## config.mk

```make
export PLATFORM = sky130hd
export DESIGN_NAME = tach_boost
export DESIGN_NICKNAME = d
export VERILOG_FILES = /design/src/rtl/tach_boost_pkg.sv /design/src/rtl/tach_mask.sv /design/src/rtl/tach_boost_dp.sv /design/src/rtl/tach_boost_ctl.sv /design/src/rtl/tach_boost.sv
export SDC_FILE = /design/constraint.sdc
export NUM_CORES = 1
export LEC_CHECK = 0
export BUFFER_PORTS_ARGS = -buffer_cell sky130_fd_sc_hd__buf_2
export CORE_MARGIN = 2
export CORE_UTILIZATION = 55
export DETAILED_ROUTE_END_ITERATION = 12
export PLACE_DENSITY = 0.83
export SYNTH_ARGS = -nofsm -noshare
export SYNTH_HDL_FRONTEND = slang
export SYNTH_SLANG_ARGS = --single-unit
export TNS_END_PERCENT = 20
```

## constraint.sdc

```tcl
create_clock -name clk -period 2.23 [get_ports clk]
set_input_delay 0 -clock clk [delete_from_list [all_inputs] [get_ports clk]]
set_output_delay 0 -clock clk [all_outputs]
set_load 0.1 [all_outputs]
```

## src/rtl/tach_boost_pkg.sv

```systemverilog
package tach_boost_pkg;

  // Commands from the control half to the timeout counter in the datapath
  typedef struct packed {
    logic reload;
    logic decr;
    logic clear;
  } cntStrobe_t;

  typedef enum logic {
    ADDR_BIND  = 1'b0,
    ADDR_BOOST = 1'b1
  } regAddr_e;

endpackage

```

## src/rtl/tach_mask.sv

```systemverilog
module tach_mask #(
  parameter int NUM_TACH = 4,
  parameter int NUM_PWM  = 2,
  localparam int BIND_W  = NUM_TACH * NUM_PWM
) (
  input  logic [BIND_W-1:0]   bindReg,
  input  logic [NUM_TACH-1:0] tachErr,
  input  logic [NUM_PWM-1:0]  pwmZero,
  input  logic [NUM_PWM-1:0]  pwmSpinUp,
  output logic                errLive
);

  logic [NUM_PWM-1:0]  pwmQuiet;
  logic [NUM_TACH-1:0] liveErr;

  assign pwmQuiet = pwmZero | pwmSpinUp;

  for (genvar t = 0; t < NUM_TACH; t++) begin : g_tach
    logic [NUM_PWM-1:0] boundQuiet;
    // any bound channel that is stopped or accelerating hides the error
    assign boundQuiet = bindReg[t*NUM_PWM +: NUM_PWM] & pwmQuiet;
    assign liveErr[t] = tachErr[t] & ~(|boundQuiet);
  end

  assign errLive = |liveErr;

endmodule

```

## src/rtl/tach_boost_dp.sv

```systemverilog
module tach_boost_dp
  import tach_boost_pkg::*;
#(
  parameter int REG_W      = 8,
  parameter int TBT_W      = 6,
  parameter int UNIT_SHIFT = 5,
  parameter int BIND_W     = 8,
  localparam int CNT_W     = TBT_W + UNIT_SHIFT,
  localparam int STATUS_BIT = TBT_W
) (
  input  logic             clk,
  input  logic             rstN,
  input  logic             regWrEn,
  input  logic             regAddr,
  input  logic [REG_W-1:0] regWrData,
  input  cntStrobe_t       cntCmd,
  input  logic             boostActive,
  output logic [BIND_W-1:0] bindReg,
  output logic [TBT_W-1:0] tbtField,
  output logic             cntIsOne,
  output logic             fieldChange,
  output logic             statusClr,
  output logic             featureOff,
  output logic             infiniteMode,
  output logic [REG_W-1:0] regRdData
);

  localparam logic [TBT_W-1:0] OFF_CODE = '1;
  localparam logic [TBT_W-1:0] INF_CODE = '0;

  logic             bindWr;
  logic             ctlWr;
  logic [CNT_W-1:0] cnt;

  assign bindWr = regWrEn && (regAddr == ADDR_BIND);
  assign ctlWr  = regWrEn && (regAddr == ADDR_BOOST);

  assign fieldChange  = ctlWr && (regWrData[TBT_W-1:0] != tbtField);
  assign statusClr    = ctlWr && (regWrData[TBT_W-1:0] == tbtField) && !regWrData[STATUS_BIT];
  assign featureOff   = (tbtField == OFF_CODE);
  assign infiniteMode = (tbtField == INF_CODE);
  assign cntIsOne     = (cnt == CNT_W'(1));

  always_ff @(posedge clk or negedge rstN) begin
    if (!rstN) begin
      bindReg <= '0;
    end else if (bindWr) begin
      bindReg <= regWrData[BIND_W-1:0];
    end
  end

  always_ff @(posedge clk or negedge rstN) begin
    if (!rstN) begin
      tbtField <= OFF_CODE;
    end else if (ctlWr) begin
      tbtField <= regWrData[TBT_W-1:0];
    end
  end

  // timeout counter in base ticks: field value times 2**UNIT_SHIFT
  always_ff @(posedge clk or negedge rstN) begin
    if (!rstN) begin
      cnt <= '0;
    end else if (cntCmd.clear) begin
      cnt <= '0;
    end else if (cntCmd.reload) begin
      cnt <= {tbtField, {UNIT_SHIFT{1'b0}}};
    end else if (cntCmd.decr) begin
      cnt <= cnt - CNT_W'(1);
    end
  end

  always_comb begin
    regRdData = '0;
    if (regAddr == ADDR_BIND) begin
      regRdData[BIND_W-1:0] = bindReg;
    end else begin
      regRdData[TBT_W-1:0]  = tbtField;
      regRdData[STATUS_BIT] = boostActive && !featureOff;
    end
  end

endmodule

```

## src/rtl/tach_boost_ctl.sv

```systemverilog
module tach_boost_ctl
  import tach_boost_pkg::*;
(
  input  logic       clk,
  input  logic       rstN,
  input  logic       errLive,
  input  logic       featureOff,
  input  logic       infiniteMode,
  input  logic       fieldChange,
  input  logic       statusClr,
  input  logic       tick,
  input  logic       cntIsOne,
  output cntStrobe_t cntCmd,
  output logic       boostActive
);

  logic activeNext;

  always_comb begin
    cntCmd     = '0;
    activeNext = boostActive;
    if (fieldChange || featureOff) begin
      activeNext   = 1'b0;
      cntCmd.clear = 1'b1;
    end else if (errLive) begin
      activeNext    = 1'b1;
      cntCmd.reload = !infiniteMode;
    end else if (boostActive) begin
      if (infiniteMode) begin
        if (statusClr) begin
          activeNext = 1'b0;
        end
      end else if (tick) begin
        if (cntIsOne) begin
          activeNext   = 1'b0;
          cntCmd.clear = 1'b1;
        end else begin
          cntCmd.decr = 1'b1;
        end
      end
    end
  end

  always_ff @(posedge clk or negedge rstN) begin
    if (!rstN) begin
      boostActive <= 1'b0;
    end else begin
      boostActive <= activeNext;
    end
  end

endmodule

```

## src/rtl/tach_boost.sv

```systemverilog
module tach_boost
  import tach_boost_pkg::*;
#(
  parameter int NUM_TACH   = 4,
  parameter int NUM_PWM    = 2,
  parameter int REG_W      = 8,
  parameter int TBT_W      = 6,
  parameter int UNIT_SHIFT = 5,
  localparam int BIND_W    = NUM_TACH * NUM_PWM
) (
  input  logic                clk,
  input  logic                rstN,
  input  logic [NUM_TACH-1:0] tachErr,
  input  logic [NUM_PWM-1:0]  pwmZero,
  input  logic [NUM_PWM-1:0]  pwmSpinUp,
  input  logic                tick,
  input  logic                regWrEn,
  input  logic                regAddr,
  input  logic [REG_W-1:0]    regWrData,
  output logic [REG_W-1:0]    regRdData,
  output logic                boostReq
);

  logic [BIND_W-1:0] bindReg;
  logic [TBT_W-1:0]  tbtField;
  logic              errLive;
  logic              cntIsOne;
  logic              fieldChange;
  logic              statusClr;
  logic              featureOff;
  logic              infiniteMode;
  logic              boostActive;
  cntStrobe_t        cntCmd;

  tach_mask #(
    .NUM_TACH (NUM_TACH),
    .NUM_PWM  (NUM_PWM)
  ) u_mask (
    .bindReg   (bindReg),
    .tachErr   (tachErr),
    .pwmZero   (pwmZero),
    .pwmSpinUp (pwmSpinUp),
    .errLive   (errLive)
  );

  tach_boost_dp #(
    .REG_W      (REG_W),
    .TBT_W      (TBT_W),
    .UNIT_SHIFT (UNIT_SHIFT),
    .BIND_W     (BIND_W)
  ) u_dp (
    .clk          (clk),
    .rstN         (rstN),
    .regWrEn      (regWrEn),
    .regAddr      (regAddr),
    .regWrData    (regWrData),
    .cntCmd       (cntCmd),
    .boostActive  (boostActive),
    .bindReg      (bindReg),
    .tbtField     (tbtField),
    .cntIsOne     (cntIsOne),
    .fieldChange  (fieldChange),
    .statusClr    (statusClr),
    .featureOff   (featureOff),
    .infiniteMode (infiniteMode),
    .regRdData    (regRdData)
  );

  tach_boost_ctl u_ctl (
    .clk          (clk),
    .rstN         (rstN),
    .errLive      (errLive),
    .featureOff   (featureOff),
    .infiniteMode (infiniteMode),
    .fieldChange  (fieldChange),
    .statusClr    (statusClr),
    .tick         (tick),
    .cntIsOne     (cntIsOne),
    .cntCmd       (cntCmd),
    .boostActive  (boostActive)
  );

  assign boostReq = boostActive;

endmodule

```

==> results of run 1 <==
tightest hold or removal path, cell delays in order:
cell	delay, ns
buf_2	0.11
nand4_1	0.07
a31oi_1	0.10
nor3_1	0.15
Yosys cell counts, types with 2 or more instances:
master    number  share of area, %
inv_1          8               1.8
a31oi_1        4               1.5
nor3_1         6               1.8
ha_1           2               1.5
xnor2_1        6               3.2
nor4_1         2              0.77
nand3_1        3              0.92
o311a_1        2               1.2
o21ai_0        8               2.5
dfstp_2        6               9.7
nor2b_1        2              0.77
nand4_1        2              0.77
inv_2          2              0.46
a221o_1        2               1.2
a21oi_1       10               3.1
and2_1         2              0.77
clkbuf_1       2              0.46
a32oi_1        5               2.7
o21ai_1        5               1.5
nand2_1       23               5.3
nor3b_1        2              0.92
o22ai_1        3               1.2
and2b_1        2              0.92
nand2b_1       3               1.2
dfrtp_1       20                31
mux2_2        15                10
nor2_1        13               3.0
worst paths after layout:
kind	depth (start not counted)	start	to
hold reg to reg	1	u_dp.bindReg[7]	u_dp.bindReg[7]
max in group asynchronous	2	rstN	u_dp.tbtField[4]
setup / recovery	7	u_dp.tbtField[2]	u_dp.cnt[2]
hold / removal	4	tick	u_ctl.boostActive
setup reg to reg	7	u_dp.tbtField[2]	u_dp.cnt[2]
min in group asynchronous	2	rstN	u_dp.cnt[8]
cell type report:
cell class / instances / share of cell area, %
inverter: 10 / 1.86
timing repair buffer: 45 / 14.9
multi-input combinational: 134 / 46.1
clock buffer: 3 / 1.12
sequential: 26 / 32.6
clock inverter: 1 / 1.49
tap: 31 / 1.92
metal layers:
layer | vias to the layer above | track usage (%) | share of wire [%]
met4 | 0 | 13.3 | 2.9
met1 | 732 | 35.7 | 41
met2 | 86 | 44.1 | 50
met5 | - | 0 | 0
met3 | 16 | 5.05 | 6.7
li1 | 730 | - | -
state kept, by name, summed over array words and instances (netlist names):
name	flops
u_ctl.boostActive	1
u_dp.bindReg	8
u_dp.cnt	11
u_dp.tbtField	6
report_power, final:
part | internal, uW | switching, uW
Clock | 182 | 142
Sequential | 579 | 118
Combinational | 290 | 518
metrics by stage:
| step | hold slack [ns] | utilization (%) |
|---|---|---|
| finish | 0.141 | 72.5 |
| CTS | 0.118 | 72.3 |
| global placement | 0.0183 | 67.2 |
| detailed placement | 0.0285 | 67.2 |
| global route | 0.155 | 72.5 |
| floorplan | -0.296 | - |
timing repair:
item / CTS / global route
setup endpoints to repair: 0 / 3
hold endpoints to repair: 34 / 0
gates resized for setup: 0 / 1
hold buffers: 9 / 0
cells by family after synthesis:
group,synth area share (%)
AND/OR/NAND/NOR,21.5
AO/OA/AOI/OAI,19.1
buffers and inverters,3.23
adder cells (fa/ha/maj),1.54
multiplexers,11.0
XOR/XNOR,3.23
flip-flops,40.4
==> summary.md, run 1 <==
| Metric | Value |
|---|---|
| Status | finished, final reports clean |
| Worst Skew | 0.0178 ns |
| Post-route cell area | 2020 sq um |
| Total design power | 1830 uW |
| Setup TNS | 0 ns |
| Fmax | 459 MHz |
| Synth Cell Area | 1630 sq um |
| Top FF cell, synth | dfrtp_1 |
| TritonCTS buffer count | 3 |
| Num ports | 30 |
| Total power divided by cell area | 907 nW/um^2 |
| Max Cap Viol | 0 |
| Routability cong. | 0.921 |
| Cell family with most CP delay | compound AO/OA/AOI/OAI gates |
| Syn_area_per_cell | 9.41 sq um |
| Mapped Cells | 173 |
| Area growth syn-to-layout | 23.9% |
| Antenna diodes | 0 |
| Critical path class | reg -> reg |
| Required time at the worst-slack endpoint | 2.47 ns |
| Worst hold path class | in -> reg |
| CP bufs+invs | 2 |
| Share of layout cells above drive strength 1 | 32.4% |
| Clock insertion delay at the later pin of the skew report | 0.33 ns |
| Non-Filler Instances | 250 |
| Nets@finish | 243 |
| Die width | 58.4 um |
| WP data arrival | 2.42 ns |
| CTS clk-pin slew, worst paths | 0.15 ns |
| Post-Syn Nets | 196 |
| Seq/Total Area, Yosys | 40.4% |
| Most frequent cells in the layout | buf_2 (29), nand2_1 (23), dfrtp_1 (20), mux2_2 (15), nor2_1 (13) |
| Final period utilization | 97.8% |
| FF/Latch Area | 658 sq um |
| Core ar. | 2780 sq um |
| Final setup vio count | 0 |
| Initial drt markers | 97 |
| Htree depth | 1 |
| Clk sink count | 26 |
| Post-route setup slack | 0.0498 ns |
| Placed cell count | 237 |
| Post-synth EDFFs | 0 |
| Fin. Hold Viols | 0 |
| DP Area | 1870 sq um |
| Vias in the first global route | 1533 |
| CTS tree | built |
| Seq cells post-synth | 26 |
| Final Max Slew Viols | 0 |
| Initial core utilization | 58.5% |
| GRT Total Usage | 27.4% |
| Port bufs | 29 |
| Crit-path max cell delay | 0.63 ns |
| DP HPWL | 3190 um |
| Congestion Overflow GR | 0 |
| Yosys warning total | 0 |
| Tmin final | 2.18 ns |
| First-pass GRT wire length | 7030 um |
| Antenna violations before repair | 0 |
| Clk root buf | clkbuf_4 |
| Die Ht | 58.4 um |
| Routed vias | 1564 |
| Per-cell routed wire length | 17.4 um |
| Leak | 0.000860 uW |
| Worst setup EP type | register |
| DP Worst Slack | 0.110 ns |
| Slew headroom | 45.5% |
| Distinct cells, synth | 40 |
| CP max FO | 9 |
| DRC viols | 0 |
| Filler cell count | 199 |
| FP Rows | 19 |
| Routed Antenna Nets | 0 |
| Actual slew at the worst max-slew pin | 0.816 ns |
| Routed WL | 4360 um |
| Commonest non-fill, non-tap cell in the layout | buf_2 |
| Slowest-stage cell, CP | dfstp_2 |
| Startpoint types | register |
| Post-CTS setup buffers | 0 |
| VDD IR-drop max | 0.684 mV |
| RSZ-0062 raised after global routing | no |
| Largest net degree at the start of global routing | 27 |
| Drt pass-1 iters | 5 |
| Post-DR vias/cell | 6.26 |
| DIE AREA | 3410 sq um |
| Max Buffers Root-to-Sink | 2 |
| Async SR Flop Fraction | 100% |
| Footprint of the multi-input gates | 930 sq um |
| Worst-path cell chain | xnor2_1 > nand2_1 > o311a_1 > a2111oi_4 > buf_4 > inv_2 > a31oi_1 |
| R2R Setup Slk | 0.05 ns |
(Power assumes the default switching activity.)
==> inputs of run 2 (changes only) <==
- ABC_AREA: unset -> 1
==> run 2 against run 1 <==
  * Power rose by 1.9%
  * Largest cell class unchanged
  * Largest power group unchanged
  * Highest routed layer unchanged
  * Via count up 7.1%
  * First-iteration DRC count is 16% lower
  * Critical endpoint is now u_dp.cnt[10]
  * Synthesized area is 2.4% higher
  * Non-clock buffer count shrank 7
==> summary.md, run 2 <==
| Metric | Value |
|---|---|
| Leak | 0.00107 uW |
| Share of layout cells above drive strength 1 | 17.3% |
| Routability cong. | 0.882 |
| Max Buffers Root-to-Sink | 2 |
| Htree depth | 1 |
| Per-cell routed wire length | 12.2 um |
| Routed vias | 1675 |
| Die width | 59.0 um |
| Antenna diodes | 0 |
| Routed Antenna Nets | 0 |
| Biggest regs | u_dp.cnt x11, u_dp.bindReg x8, u_dp.tbtField x6 |
| Syn_area_per_cell | 6.77 sq um |
| Area growth syn-to-layout | 17.3% |
| CTS clk-pin slew, worst paths | 0.14 ns |
| Max Cap Viol | 0 |
| Post-route cell area | 1950 sq um |
| Synth Cell Area | 1670 sq um |
| Initial drt markers | 81 |
| Most frequent cell after synthesis | nand2_1 |
| Die Ht | 59.0 um |
| Post-route setup slack | 0.288 ns |
| Synth top area cells | dfrtp_1 (30%), nand2_1 (22%), o21ai_0 (9.9%), dfstp_2 (9.5%), inv_1 (5.0%) |
| Congestion Overflow GR | 0 |
| Startpoint types | register |
| Fmax | 515 MHz |
| Vias in the first global route | 1485 |
| Port bufs | 29 |
| Num ports | 30 |
| Non-Filler Instances | 315 |
| GRT Total Usage | 24.4% |
| Actual slew at the worst max-slew pin | 0.554 ns |
| Worst hold path class | in -> reg |
| CTS Hold Bufs | 9 |
| Yosys warning total | 0 |
| Core ar. | 2830 sq um |
| Clk sink count | 26 |
| TritonCTS buffer count | 3 |
| Worst Hold Launch | regWrData[1] |
| Routed WL | 3860 um |
| Tmin final | 1.94 ns |
| WP data arrival | 2.17 ns |
| DP HPWL | 2940 um |
| Slew headroom | 63.1% |
| Worst setup EP type | register |
| Required time at the worst-slack endpoint | 2.46 ns |
| VDD IR-drop max | 0.488 mV |
| Commonest non-fill, non-tap cell in the layout | nand2_1 |
| Critical path class | reg -> reg |
| Yosys top cell by area | dfrtp_1 |
| CP most frequent cell | nand2_1 |
| Final period utilization | 87.1% |
| Distinct cells, synth | 22 |
| Post-CTS setup buffers | 0 |
| Drt pass-1 iters | 4 |
| Post-DR vias/cell | 5.32 |
| CP max FO | 8 |
| RSZ-0062 raised after global routing | no |
| Clock insertion delay at the later pin of the skew report | 0.32 ns |
| Initial core utilization | 58.9% |
| Fin. Hold Viols | 0 |
| Share of the synthesized area in the top cell type | 30.0% |
| Clk root buf | clkbuf_4 |
| DP Worst Slack | 0.323 ns |
| DP Area | 1830 sq um |
| First-pass GRT wire length | 6520 um |
| Slowest-stage cell, CP | dfstp_2 |
| Fin util | 69.1% |
| Top FF cell, synth | dfrtp_1 |
| DRC viols | 0 |
| Post-Syn Nets | 269 |
| Total design power | 1860 uW |
| Post-CTS Resized | 0 |
| Synth top cells by count | nand2_1 (97), o21ai_0 (33), inv_1 (22) |
| FP Rows | 19 |
| Most flop-heavy register | u_dp.cnt |
| Worst-path cell chain | inv_1 > nand2_1 > nand2_1 > nor2_1 > nand3_2 > a21boi_4 > nand3_2 > nand2_1 > inv_2 > nand2_1 > nand2_1 |
| Cell family with most CP delay | simple AND/OR/NAND/NOR gates |
| Placed cell count | 302 |
| Antenna violations before repair | 0 |
| Final setup vio count | 0 |
| DIE AREA | 3490 sq um |
| Async SR Flop Fraction | 100% |
| CTS tree | built |
| Max reg flops | 11 |
| Mapped Cells | 246 |
| Worst setup path startpoint | u_dp.tbtField[3] |
| Worst reg2reg startpoint | u_dp.tbtField[3] |
| Seq cells post-synth | 26 |
| CP bufs+invs | 2 |
| Final Max Slew Viols | 0 |
| Nets@finish | 308 |
| Post-synth EDFFs | 0 |
| Largest net degree at the start of global routing | 27 |
| Worst Skew | 0.00372 ns |
| Status | finished, final reports clean |
| Seq/Total Area, Yosys | 39.5% |
| Most frequent cells in the layout | nand2_1 (97), o21ai_0 (32), buf_2 (29), inv_1 (22), dfrtp_1 (20) |
| Crit-path max cell delay | 0.59 ns |
| Total power divided by cell area | 954 nW/um^2 |
==> run 2: cell types whose count changed after synthesis, sizes merged, moves of 4 or more <==
cell,delta
o21ai,+20
nand3,+15
xnor2,-4
xor2,+7
nor2,+8
inv,+15
mux2,-15
nand2,+75
a32oi,-5
a21oi,-7
==> run 2: path summary, 6_finish.rpt <==
check | endpoint | slack, ns | cells after the start
hold reg to reg | u_dp.cnt[10] | 0.50 | 2
hold / removal | u_dp.tbtField[1] | 0.01 | 3
min in group asynchronous | u_dp.cnt[6] | 0.18 | 2
setup / recovery | u_dp.cnt[10] | 0.29 | 11
setup reg to reg | u_dp.cnt[10] | 0.29 | 11
max in group asynchronous | u_dp.tbtField[2] | 1.68 | 2
==> run 2: through the flow <==
step / hold slack [ns] / TNS [ns]
after global placement: 0.0279 / 0
after detailed placement: 0.0280 / 0
after global routing: 0.00709 / 0
final: 0.0104 / 0
after CTS: 0.0110 / 0
after floorplan: -0.296 / -2.41
==> run 2: per-layer routing <==
metal / global-route usage (%) / vias up / part of all wire [%]
li1: - / 856 / -
met1: 36.2 / 756 / 50
met2: 37.9 / 55 / 43
met3: 2.84 / 8 / 5.3
met4: 6.49 / 0 / 1.4
met5: 0 / - / 0
==> run 2: cell families (layout without fill, tap and decap cells) <==
family / Yosys count / after routing / synth area share (%)
XOR/XNOR: 9 / 9 / 4.73
AO/OA/AOI/OAI: 38 / 38 / 12.3
adder cells (fa/ha/maj): 2 / 2 / 1.50
buffers and inverters: 29 / 67 / 6.98
flip-flops: 26 / 26 / 39.5
AND/OR/NAND/NOR: 142 / 142 / 35.0
==> run 2: area by class of cell <==
class	instances	area, sq um
multi-input cells	191	892
fillers	244	875
flip-flops and latches	26	658
repair buffers	38	235
inverters	25	93.8
well taps	31	38.8
clock buffers	4	36.3
==> run 2: power breakdown <==
part / total [uW] / leakage, uW / switching (uW) / internal, uW
registers: 715 / 0.000315 / 121 / 595
logic: 908 / 0.000730 / 604 / 303
clock network: 241 / 0.0000210 / 141 / 99.8
total: 1860 / 0.00107 / 866 / 998
==> run 2: tightest hold or removal path: cells and delay by family <==
kind | cells | cell delay, ns
compound gates | 1 | 0.12
buf+inv | 2 | 0.21
